File: src/rtl/uart_txq_pkg.sv
package uart_txq_pkg;

   typedef enum logic [2:0] {
      PAR_NONE   = 3'd0,
      PAR_EVEN   = 3'd1,
      PAR_ODD    = 3'd2,
      PAR_STICK0 = 3'd3,
      PAR_STICK1 = 3'd4
   } par_mode_e;

   typedef struct packed {
      logic [1:0] wlen;
      par_mode_e  par;
      logic       two_stop;
   } line_cfg_t;

   localparam line_cfg_t CFG_RESET = '{wlen: 2'd3, par: PAR_NONE, two_stop: 1'b0};

   typedef enum logic [1:0] {
      SH_IDLE  = 2'd0,
      SH_ARMED = 2'd1,
      SH_SEND  = 2'd2
   } sh_state_e;

endpackage

File: src/rtl/txq_fifo.sv
module txq_fifo #(
   parameter int DATA_W = 8,
   parameter int DEPTH  = 16
) (
   input  logic              clk,
   input  logic              rst_n,
   input  logic              wr_en,
   input  logic [DATA_W-1:0] wr_data,
   input  logic              rd_en,
   output logic [DATA_W-1:0] rd_data,
   output logic              full,
   output logic              empty,
   output logic              wr_drop
);
   localparam int AW = $clog2(DEPTH);

   if (DEPTH < 2 || (DEPTH & (DEPTH - 1)) != 0) begin : g_bad_depth
      $error("txq_fifo: DEPTH must be a power of two of at least 2");
   end

   logic [DATA_W-1:0] mem [DEPTH];
   logic [AW:0]       wp, rp;
   logic              wr_ok;

   assign full    = (wp[AW] != rp[AW]) && (wp[AW-1:0] == rp[AW-1:0]);
   assign empty   = (wp == rp);
   assign wr_ok   = wr_en && !full;
   assign wr_drop = wr_en && full;
   assign rd_data = mem[rp[AW-1:0]];

   always_ff @(posedge clk or negedge rst_n) begin
      if (!rst_n) begin
         wp <= '0;
         rp <= '0;
      end else begin
         if (wr_ok)          wp <= wp + 1'b1;
         if (rd_en && !empty) rp <= rp + 1'b1;
      end
   end

   always_ff @(posedge clk) begin
      if (wr_ok) mem[wp[AW-1:0]] <= wr_data;
   end

endmodule

File: src/rtl/txq_ctl.sv
module txq_ctl
   import uart_txq_pkg::*;
(
   input  logic      clk,
   input  logic      rst_n,
   input  logic      ctl_wr,
   input  logic      ctl_mod_en,
   input  logic      ctl_tx_en,
   input  line_cfg_t cfg_in,
   input  logic      ovf_set,
   input  logic      ovf_clr,
   output logic      mod_en_q,
   output logic      tx_en_q,
   output line_cfg_t cfg_q,
   output logic      overflow
);

   always_ff @(posedge clk or negedge rst_n) begin
      if (!rst_n) begin
         mod_en_q <= 1'b1;
         tx_en_q  <= 1'b1;
      end else if (ctl_wr) begin
         mod_en_q <= ctl_mod_en;
         tx_en_q  <= ctl_tx_en;
      end
   end

   // line format follows the pins only while the module is switched off
   always_ff @(posedge clk or negedge rst_n) begin
      if (!rst_n)         cfg_q <= CFG_RESET;
      else if (!mod_en_q) cfg_q <= cfg_in;
   end

   // a drop in the same cycle as a clear keeps the flag
   always_ff @(posedge clk or negedge rst_n) begin
      if (!rst_n)       overflow <= 1'b0;
      else if (ovf_set) overflow <= 1'b1;
      else if (ovf_clr) overflow <= 1'b0;
   end

endmodule

File: src/rtl/txq_serializer.sv
module txq_serializer
   import uart_txq_pkg::*;
#(
   parameter int DATA_W = 8,
   parameter int OVS    = 16
) (
   input  logic              clk,
   input  logic              rst_n,
   input  logic              start_ok,
   input  logic [DATA_W-1:0] data,
   input  line_cfg_t         cfg,
   input  logic              baud_tick,
   output logic              pop,
   output logic              in_frame,
   output logic              txd
);
   localparam int FRAME_W = DATA_W + 4;
   localparam int CNT_W   = $clog2(FRAME_W + 1);

   if (OVS < 1) begin : g_bad_ovs
      $error("txq_serializer: OVS must be at least 1");
   end
   if (DATA_W < 8) begin : g_bad_width
      $error("txq_serializer: DATA_W must hold an 8-bit word");
   end

   sh_state_e          st;
   logic [FRAME_W-1:0] sreg, frame_nx;
   logic [CNT_W-1:0]   left, nbits_nx;
   logic               bit_end;

   // frame image: bit 0 leaves first
   always_comb begin : b_frame
      logic [3:0]        nd;
      logic [DATA_W-1:0] dmask, dm;
      logic              pen, pb;
      nd    = 4'd5 + {2'b00, cfg.wlen};
      dmask = ~({DATA_W{1'b1}} << nd);
      dm    = data & dmask;
      pen   = 1'b1;
      pb    = 1'b0;
      case (cfg.par)
         PAR_EVEN:   pb = ^dm;
         PAR_ODD:    pb = ~^dm;
         PAR_STICK0: pb = 1'b0;
         PAR_STICK1: pb = 1'b1;
         default:    pen = 1'b0;
      endcase
      frame_nx = {{(FRAME_W-DATA_W-1){1'b1}}, dm | ~dmask, 1'b0};
      if (pen) begin
         frame_nx = (frame_nx & ~({{(FRAME_W-1){1'b0}}, 1'b1} << (nd + 4'd1)))
                  | ({{(FRAME_W-1){1'b0}}, pb} << (nd + 4'd1));
      end
      nbits_nx = CNT_W'(nd) + CNT_W'(2) + CNT_W'(pen) + CNT_W'(cfg.two_stop);
   end

   if (OVS == 1) begin : g_no_sub
      assign bit_end = baud_tick;
   end else begin : g_sub
      localparam int SUB_W = $clog2(OVS);
      logic [SUB_W-1:0] sub;
      always_ff @(posedge clk or negedge rst_n) begin
         if (!rst_n)              sub <= '0;
         else if (st != SH_SEND)  sub <= '0;
         else if (baud_tick)      sub <= (sub == SUB_W'(OVS - 1)) ? '0 : sub + 1'b1;
      end
      assign bit_end = baud_tick && (sub == SUB_W'(OVS - 1));
   end

   assign pop      = (st == SH_IDLE) && start_ok;
   assign in_frame = (st != SH_IDLE);
   assign txd      = (st == SH_SEND) ? sreg[0] : 1'b1;

   always_ff @(posedge clk or negedge rst_n) begin
      if (!rst_n) begin
         st   <= SH_IDLE;
         sreg <= '1;
         left <= '0;
      end else begin
         unique case (st)
            SH_IDLE: if (pop) begin
               sreg <= frame_nx;
               left <= nbits_nx;
               st   <= SH_ARMED;
            end
            SH_ARMED: if (baud_tick) st <= SH_SEND;
            SH_SEND: if (bit_end) begin
               if (left == CNT_W'(1)) st <= SH_IDLE;
               sreg <= {1'b1, sreg[FRAME_W-1:1]};
               left <= left - 1'b1;
            end
            default: st <= SH_IDLE;
         endcase
      end
   end

endmodule

File: src/rtl/uart_txq.sv
module uart_txq
   import uart_txq_pkg::*;
#(
   parameter int DATA_W = 8,
   parameter int DEPTH  = 16,
   parameter int OVS    = 16
) (
   input  logic              clk,
   input  logic              rst_n,
   input  logic              ctl_wr,
   input  logic              ctl_mod_en,
   input  logic              ctl_tx_en,
   input  logic [1:0]        cfg_wlen,
   input  logic [2:0]        cfg_par,
   input  logic              cfg_two_stop,
   input  logic              wr_valid,
   input  logic [DATA_W-1:0] wr_data,
   output logic              fifo_full,
   input  logic              ovf_clr,
   output logic              overflow,
   input  logic              baud_tick,
   output logic              txd,
   output logic              busy
);
   logic              pop, in_frame, empty, wr_drop;
   logic              mod_en_q, tx_en_q, run_ok;
   logic [DATA_W-1:0] head;
   line_cfg_t         cfg_pins, cfg_q;

   assign cfg_pins = '{wlen: cfg_wlen, par: par_mode_e'(cfg_par), two_stop: cfg_two_stop};
   assign run_ok   = mod_en_q && tx_en_q;
   assign busy     = in_frame || (!empty && run_ok);

   txq_fifo #(.DATA_W(DATA_W), .DEPTH(DEPTH)) u_fifo (
      .clk     (clk),
      .rst_n   (rst_n),
      .wr_en   (wr_valid),
      .wr_data (wr_data),
      .rd_en   (pop),
      .rd_data (head),
      .full    (fifo_full),
      .empty   (empty),
      .wr_drop (wr_drop)
   );

   txq_ctl u_ctl (
      .clk        (clk),
      .rst_n      (rst_n),
      .ctl_wr     (ctl_wr),
      .ctl_mod_en (ctl_mod_en),
      .ctl_tx_en  (ctl_tx_en),
      .cfg_in     (cfg_pins),
      .ovf_set    (wr_drop),
      .ovf_clr    (ovf_clr),
      .mod_en_q   (mod_en_q),
      .tx_en_q    (tx_en_q),
      .cfg_q      (cfg_q),
      .overflow   (overflow)
   );

   txq_serializer #(.DATA_W(DATA_W), .OVS(OVS)) u_ser (
      .clk       (clk),
      .rst_n     (rst_n),
      .start_ok  (run_ok && !empty),
      .data      (head),
      .cfg       (cfg_q),
      .baud_tick (baud_tick),
      .pop       (pop),
      .in_frame  (in_frame),
      .txd       (txd)
   );

endmodule

File: config.mk
export PLATFORM = sky130hd
export DESIGN_NAME = uart_txq
export DESIGN_NICKNAME = d
export VERILOG_FILES = /design/src/rtl/uart_txq_pkg.sv /design/src/rtl/txq_fifo.sv /design/src/rtl/txq_ctl.sv /design/src/rtl/txq_serializer.sv /design/src/rtl/uart_txq.sv
export SDC_FILE = /design/constraint.sdc
export NUM_CORES = 1
export LEC_CHECK = 0
export CORE_ASPECT_RATIO = 1.5
export CORE_MARGIN = 3
export CORE_UTILIZATION = 52
export DETAILED_ROUTE_END_ITERATION = 7
export GPL_TIMING_DRIVEN = 0
export PLACE_DENSITY_LB_ADDON = 0.15
export REMOVE_ABC_BUFFERS = 1
export SYNTH_ARGS = -nofsm -noshare
export SYNTH_HDL_FRONTEND = slang
export SYNTH_SLANG_ARGS = --single-unit
File: constraint.sdc
create_clock -name clk -period 3.4 [get_ports clk]
set_input_delay 0.34 -clock clk [delete_from_list [all_inputs] [get_ports clk]]
set_output_delay 0.34 -clock clk [all_outputs]
set_load 0.02 [all_outputs]
==> run_results.csv, run 1 <==
group,metric,value,unit
placed_design,place_area,8040,um^2
cells_and_area,drive_gt1_frac,0.203,
floorplanning,fp.dieW,105,um
grt,antenna_found_initial,0,
cells_and_area,syn_to_final_growth,15.4,%
cells_and_area,diodes,0,
cells_and_area,layout_commonest_cell,"edfxtp_1",
timing,drv_slew,0,
timing,hold_violations,0,
floorplanning,fp.coreArea,14100,um^2
power,vdd_drop_max,510,uV
logic_synthesis,syn-cell-area,7570,um^2
detailed_routing,drtAntennaViolNets,0,
timing,slew_headroom,0.149,
timing,min_period_over_period,0.956,
run,max-cap-violations,0,
logic_synthesis,syn_area_per_cell,15.4,um^2
timing,tightest_slew,1.27,ns
power,p_sw,2.57,mW
timing,fmax,308,MHz
timing,setup_tns,0,ns
grt,grtUsageTotal,0.201,
min_path,worstHoldPathType,"primary input to async pin",
detailed_routing,vias,4271,
timing,fin_ws,0.150,ns
worst_setup_path,cp-startpoint,"u_fifo.rp[0]$_DFFE_PN0P_",
timing,rsz0062_at_grt,"no",
grt,grt_max_degree,35,
floorplanning,initial_utilization,0.536,
clock_network,cts-root-buf,"clkbuf_16",
cells_and_area,fin_cells,730,
worst_setup_path,cp_max_fo,15,
floorplanning,num_rows,53,
grt,grt_pass1_vias,4407,
worst_setup_path,critPathLaunchType,"register",
clock_network,cts_tree,"yes",
grt,grt_pass1_wl,24500,um
placed_design,gp_congestion,0.811,
clock_network,h-tree-depth,4,
power,seqPwrFrac,0.383,
clock_network,cts_buffers,17,
worst_setup_path,crit_type,"register to register",
worst_setup_path,crit_required,3.73,ns
timing,fin_skew,0.0121,ns
clock_network,clk_pin_slew,0.07,ns
grt,grt.overflow.total,0,
clock_network,clk_path_buf_depth,2,
timing,timing.final.crit_period,3.25,ns
cells_and_area,layout.nets,564,
timing,finalSetupViolations,0,
floorplanning,io_pins,26,
clock_network,clock_latency,0.43,ns
run_status,outcome,"finished clean",
logic_synthesis,netlist_instances,492,
placed_design,io_buffer_count,25,
power,p_clk_frac,0.246,
timing,timing.hold.ws,0.359,ns
logic_synthesis,synth_cell_type_count,58,
power,power,7.53,mW
cells_and_area,fin_area,8740,um^2
worst_setup_path,reg2reg_from,"u_fifo.rp[0]$_DFFE_PN0P_",
power,p_int,4.96,mW
logic_synthesis,yosysTopAreaCellShare,0.508,
clock_network,numClockSinks,169,
logic_synthesis,yosys.area.top_type,"edfxtp_1",
detailed_routing,first_pass_iters,5,
worst_setup_path,endpoint_kind,"register",
detailed_routing,drt_iter0_drc,201,
logic_synthesis,yosysWarnings,0,
cells_and_area,utilization,0.619,
logic_synthesis,synth_area_leaders,"edfxtp_1, dfrtp_1, mux4_1",
logic_synthesis,yosysSeqAreaShare,0.646,
placed_design,pre_cts_slack,-0.227,ns
worst_setup_path,worstPathArrival,3.58,ns
logic_synthesis,synth_edf_count,128,
detailed_routing,drt_drc_violations_left,0,
power,p_leak,3.10,nW
placed_design,placed_cells,690,
floorplanning,die_y,154,um
detailed_routing,drt-wirelength-per-cell,20.6,um
power,p_per_area,861,nW/um^2
power,p_comb_frac,0.371,
power,switching_share,0.341,
logic_synthesis,async_flop_share,0.243,
floorplanning,die-area,16100,um^2
cells_and_area,final_cell_mix,"edfxtp_1, nand2_1, nor2_1, clkdlybuf4s50_1, dfrtp_1",
detailed_routing,postRouteWirelength,15000,um
detailed_routing,via_per_inst,5.85,
placed_design,dpl.hpwl,9870,um
logic_synthesis,ys_ff_latch,169,
logic_synthesis,synthFlopType,"edfxtp_1",
[per-layer routing]
layer | share of wire | up-vias | GRT usage
met5 | 0 | - | 0
met4 | 0.016 | 0 | 0.0615
met2 | 0.56 | 83 | 0.366
met1 | 0.38 | 2205 | 0.238
met3 | 0.036 | 18 | 0.0420
li1 | - | 1965 | -
[state kept, by name, indices dropped and copies added (netlist names)]
signal	count
u_ctl.cfg_q	6
u_ctl.mod_en_q	1
u_ctl.overflow	1
u_ctl.tx_en_q	1
u_fifo.mem	128
u_fifo.rp	5
u_fifo.wp	5
u_ser.g_sub.sub	4
u_ser.left	4
u_ser.sreg	12
u_ser.st	2
[path summary, 6_finish.rpt]
kind / depth (start not counted) / slack, ns / endpoint
max: 10 / 0.15 / u_ser.sreg[6]$_DFFE_PN1P_
min: 2 / 0.36 / u_fifo.rp[4]$_DFFE_PN0P_
max reg2reg: 10 / 0.15 / u_ser.sreg[6]$_DFFE_PN1P_
min reg2reg: 2 / 0.50 / u_ser.sreg[0]$_DFFE_PN1P_
max in group asynchronous: 3 / 2.50 / u_ser.sreg[8]$_DFFE_PN1P_
min in group clk: 2 / 0.48 / u_ctl.overflow$_DFFE_PN0P_
[synth_stat cells, types with 2 or more instances]
cell type and count:
edfxtp_1 128, nand2_1 29, dfrtp_1 25, nor2_1 24, inv_1 22, o21ai_0 19
mux4_1 17, clkbuf_1 16, dfstp_2 16, ha_1 16, nand3_1 14, a22oi_1 13
mux4_2 13, a21oi_1 11, and2_1 11, xnor2_1 11, mux2_2 10, xor2_1 10
mux2i_1 7, buf_2 6, a31oi_1 5, nand2b_1 5, nand4_1 5, nor4_1 5
o21ai_1 5, nand3b_1 4, nor2b_1 4, nor3_1 4, a22o_1 2, a22oi_2 2
buf_12 2, nor3b_1 2, o211ai_1 2, o31ai_1 2, o41ai_2 2
[layout make-up]
| cell class | count | area [um^2] |
|---|---|---|
| fill | 1060 | 5390 |
| sequential | 169 | 4900 |
| inverter | 22 | 82.6 |
| tap | 192 | 240 |
| timing repair buffer | 41 | 438 |
| clock inverter | 14 | 138 |
| multi-input combinational | 274 | 2520 |
| clock buffer | 18 | 429 |
[cell families (layout without fill, tap and decap cells)]
kind of cell	count (synthesis)	after routing	share of synthesized area
DFF	169	169	0.646
muxes	47	47	0.122
and+or+nand+nor	113	113	0.0749
xor gates and xnor gates	23	23	0.0294
adders and majority gates	17	17	0.0291
buffers and inverters	49	95	0.0311
AOI/OAI and AO/OA	74	74	0.0679
[power groups by stage]
stage	Clock, mW	Combinational, mW	Sequential [mW]
after floorplan	0	1.77	2.94
after global placement	0	2.28	3.08
after detailed placement	0	2.57	2.94
after CTS	1.88	2.80	2.88
after global routing	1.97	3.05	2.93
final	1.85	2.79	2.89
[worst max-delay path, stage by stage, from the launching register on]
cell and delay [ns]:
dfrtp_2 0.42, buf_4 0.15, bufbuf_16 0.30, mux4_1 0.57
a22oi_1 0.21, nand2_1 0.12, xnor3_1 0.41, xnor2_2 0.28
mux2i_1 0.26, a32oi_2 0.12, o41ai_2 0.32
[what timing repair did]
item,4_1_cts,5_1_grt
endpoints found under the setup margin,8,6
pin swaps,0,3
hold buffers,1,0
gates resized for setup,3,7
endpoints found under the hold margin,11,0
setup buffers,2,4
cloned,1,0
Note: power is estimated with default switching activity, not from simulation.
==> run 2, diff against run 1 <==
Settings changed: CORE_UTILIZATION 52 to 40.
==> run_results.csv, run 2 (synthesized netlist as in run 1, its figures left out) <==
group,metric,value,unit
worst_setup_path,endpoint_kind,"register",
run_status,outcome,"finished clean",
timing,slew_headroom,0.149,
timing,tightest_slew,1.27,ns
run,max-cap-violations,0,
worst_setup_path,reg2reg_from,"u_fifo.rp[0]$_DFFE_PN0P_",
cells_and_area,layout.nets,566,
worst_setup_path,critPathLaunchType,"register",
power,p_sw,2.78,mW
detailed_routing,drtAntennaViolNets,0,
power,p_leak,3.13,nW
power,p_int,5.15,mW
floorplanning,die-area,20600,um^2
grt,grt_pass1_vias,4328,
grt,grt_pass1_wl,25000,um
cells_and_area,seqCellArea,4900,um^2
power,p_comb_frac,0.390,
power,switching_share,0.351,
timing,min_period_over_period,0.973,
worst_setup_path,critPathMaxStageDelay,0.56,ns
worst_setup_path,r2r_slack,0.09,ns
clock_network,h-tree-depth,4,
cells_and_area,largest_reg_flops,128,
grt,grt.overflow.total,0,
clock_network,clk_pin_slew,0.07,ns
timing,timing.hold.ws,0.323,ns
clock_network,clock_latency,0.42,ns
power,seqPwrFrac,0.365,
placed_design,io_buffer_count,25,
timing,drv_slew,0,
worst_setup_path,cp_max_fo,6,
placed_design,placed_cells,750,
clock_network,cts-root-buf,"clkbuf_16",
cells_and_area,diodes,0,
floorplanning,io_pins,26,
power,vdd_drop_max,546,uV
grt,grtUsageTotal,0.162,
timing,finalSetupViolations,0,
cells_and_area,final_cell_mix,"edfxtp_1, nand2_1, nor2_1, clkdlybuf4s50_1, dfrtp_1",
worst_setup_path,worstPathArrival,3.63,ns
floorplanning,initial_utilization,0.408,
worst_setup_path,cpMaxStageDelayCell,"mux4_1",
cells_and_area,syn_to_final_growth,17.1,%
floorplanning,fp.coreArea,18500,um^2
timing,timing.final.crit_period,3.31,ns
worst_setup_path,crit_family,"compound AO/OA/AOI/OAI gates",
power,p_clk_frac,0.244,
detailed_routing,drt_drc_violations_left,0,
grt,grt_max_degree,33,
grt,antenna_found_initial,0,
worst_setup_path,crit_required,3.72,ns
timing,fmax,302,MHz
timing,hold_violations,0,
cells_and_area,fin_cells,792,
floorplanning,fp.dieW,118,um
min_path,worstHoldPathType,"primary input to async pin",
detailed_routing,via_per_inst,5.28,
detailed_routing,vias,4183,
worst_setup_path,worstReg2RegEnd,"u_ser.sreg[6]$_DFFE_PN1P_",
clock_network,clk_path_buf_depth,2,
detailed_routing,postRouteWirelength,16000,um
floorplanning,num_rows,61,
clock_network,cts_buffers,17,
worst_setup_path,crit_chain,"buf_4 > mux4_1 > a22oi_1 > nand2_1 > xnor3_2 > xnor2_4 > mux2i_1 > a32oi_2 > o41ai_2",
cells_and_area,multi_input_area,2540,um^2
worst_setup_path,rr_worst_depth,9,
power,p_per_area,895,nW/um^2
placed_design,gp_congestion,0.797,
detailed_routing,first_pass_iters,5,
cells_and_area,layout_commonest_cell,"edfxtp_1",
worst_setup_path,crit_type,"register to register",
detailed_routing,drt-wirelength-per-cell,20.2,um
detailed_routing,drt_iter0_drc,213,
placed_design,dpl.hpwl,10800,um
cells_and_area,n_fill_cell,1613,
clock_network,cts_tree,"yes",
cells_and_area,drive_gt1_frac,0.213,
clock_network,numClockSinks,169,
floorplanning,die_y,174,um
worst_setup_path,cp_num_buf_inv,1,
timing,fin_skew,0.0195,ns
-- run 2: cell types whose count changed in the layout (fill, tap and decap cells not counted), sizes merged --
cell      delta
clkinvlp     -3
buf          +3
clkinv       +2
inv          +1
bufbuf       -1
-- run 2: layer usage --
| metal | global-route usage | share of wire | vias up |
|---|---|---|---|
| li1 | - | - | 1959 |
| met1 | 0.187 | 0.39 | 2155 |
| met2 | 0.299 | 0.57 | 58 |
| met3 | 0.0319 | 0.026 | 11 |
| met4 | 0.0543 | 0.013 | 0 |
| met5 | 0 | 0 | - |
-- run 2: power groups by stage --
stage,clock [mW],combinational (mW),sequential (mW)
global route,2.06,3.35,2.95
floorplan,0,1.77,2.94
finish,1.94,3.10,2.90
CTS,1.98,2.83,2.91
detailed placement,0,2.60,2.99
global placement,0,2.39,3.09
-- run 2: area by class of cell --
class | instances | share of cell area
clock inverter | 14 | 0.0193
sequential | 169 | 0.553
tap | 252 | 0.0356
multi-input combinational | 274 | 0.287
inverter | 22 | 0.00932
clock buffer | 18 | 0.0484
timing repair buffer | 43 | 0.0480
-- run 2: metrics by stage --
step                      area (um^2)  power, mW  utilization  setup WS (ns)  TNS (ns)
final                            8860       7.93        0.478         0.0910         0
after global routing             8860       8.36        0.478       -0.00464  -0.00464
after CTS                        8790       7.72        0.474         0.0222         0
after detailed placement         8120       5.59        0.438         -0.483     -3.09
after global placement           7980       5.47        0.430          -1.64    -86.82
after floorplan                  7420       4.71            -         -0.328     -2.04
-- run 2: repair_timing --
item	4_1_cts	5_1_grt
resized for setup	5	10
buffers inserted	6	3
hold buffers	1	0
endpoints found under the hold margin	9	0
endpoints found under the setup margin	8	6
pin swaps	0	3
-- run 2: how the worst max path moves through the flow --
stage / slack (ns) / cells past startpoint / start / to
after floorplan: -0.33 / 9 / u_fifo.rp[0]$_DFFE_PN0P_ / u_ser.sreg[6]$_DFFE_PN1P_
after global placement: -1.64 / 9 / u_fifo.rp[0]$_DFFE_PN0P_ / u_ser.sreg[5]$_DFFE_PN1P_
after detailed placement: -0.48 / 9 / u_fifo.rp[0]$_DFFE_PN0P_ / u_ser.sreg[5]$_DFFE_PN1P_
after CTS: 0.02 / 11 / u_fifo.rp[0]$_DFFE_PN0P_ / u_ser.sreg[5]$_DFFE_PN1P_
after global routing: -0.005 / 11 / u_fifo.rp[0]$_DFFE_PN0P_ / u_ser.sreg[6]$_DFFE_PN1P_
final: 0.09 / 9 / u_fifo.rp[0]$_DFFE_PN0P_ / u_ser.sreg[6]$_DFFE_PN1P_
-- run 2: worst register-to-register path, stage by stage (launching register included) --
cell	delay [ns]
dfrtp_4	0.48
buf_4	0.17
mux4_1	0.56
a22oi_1	0.40
nand2_1	0.20
xnor3_2	0.46
xnor2_4	0.25
mux2i_1	0.25
a32oi_2	0.12
o41ai_2	0.31
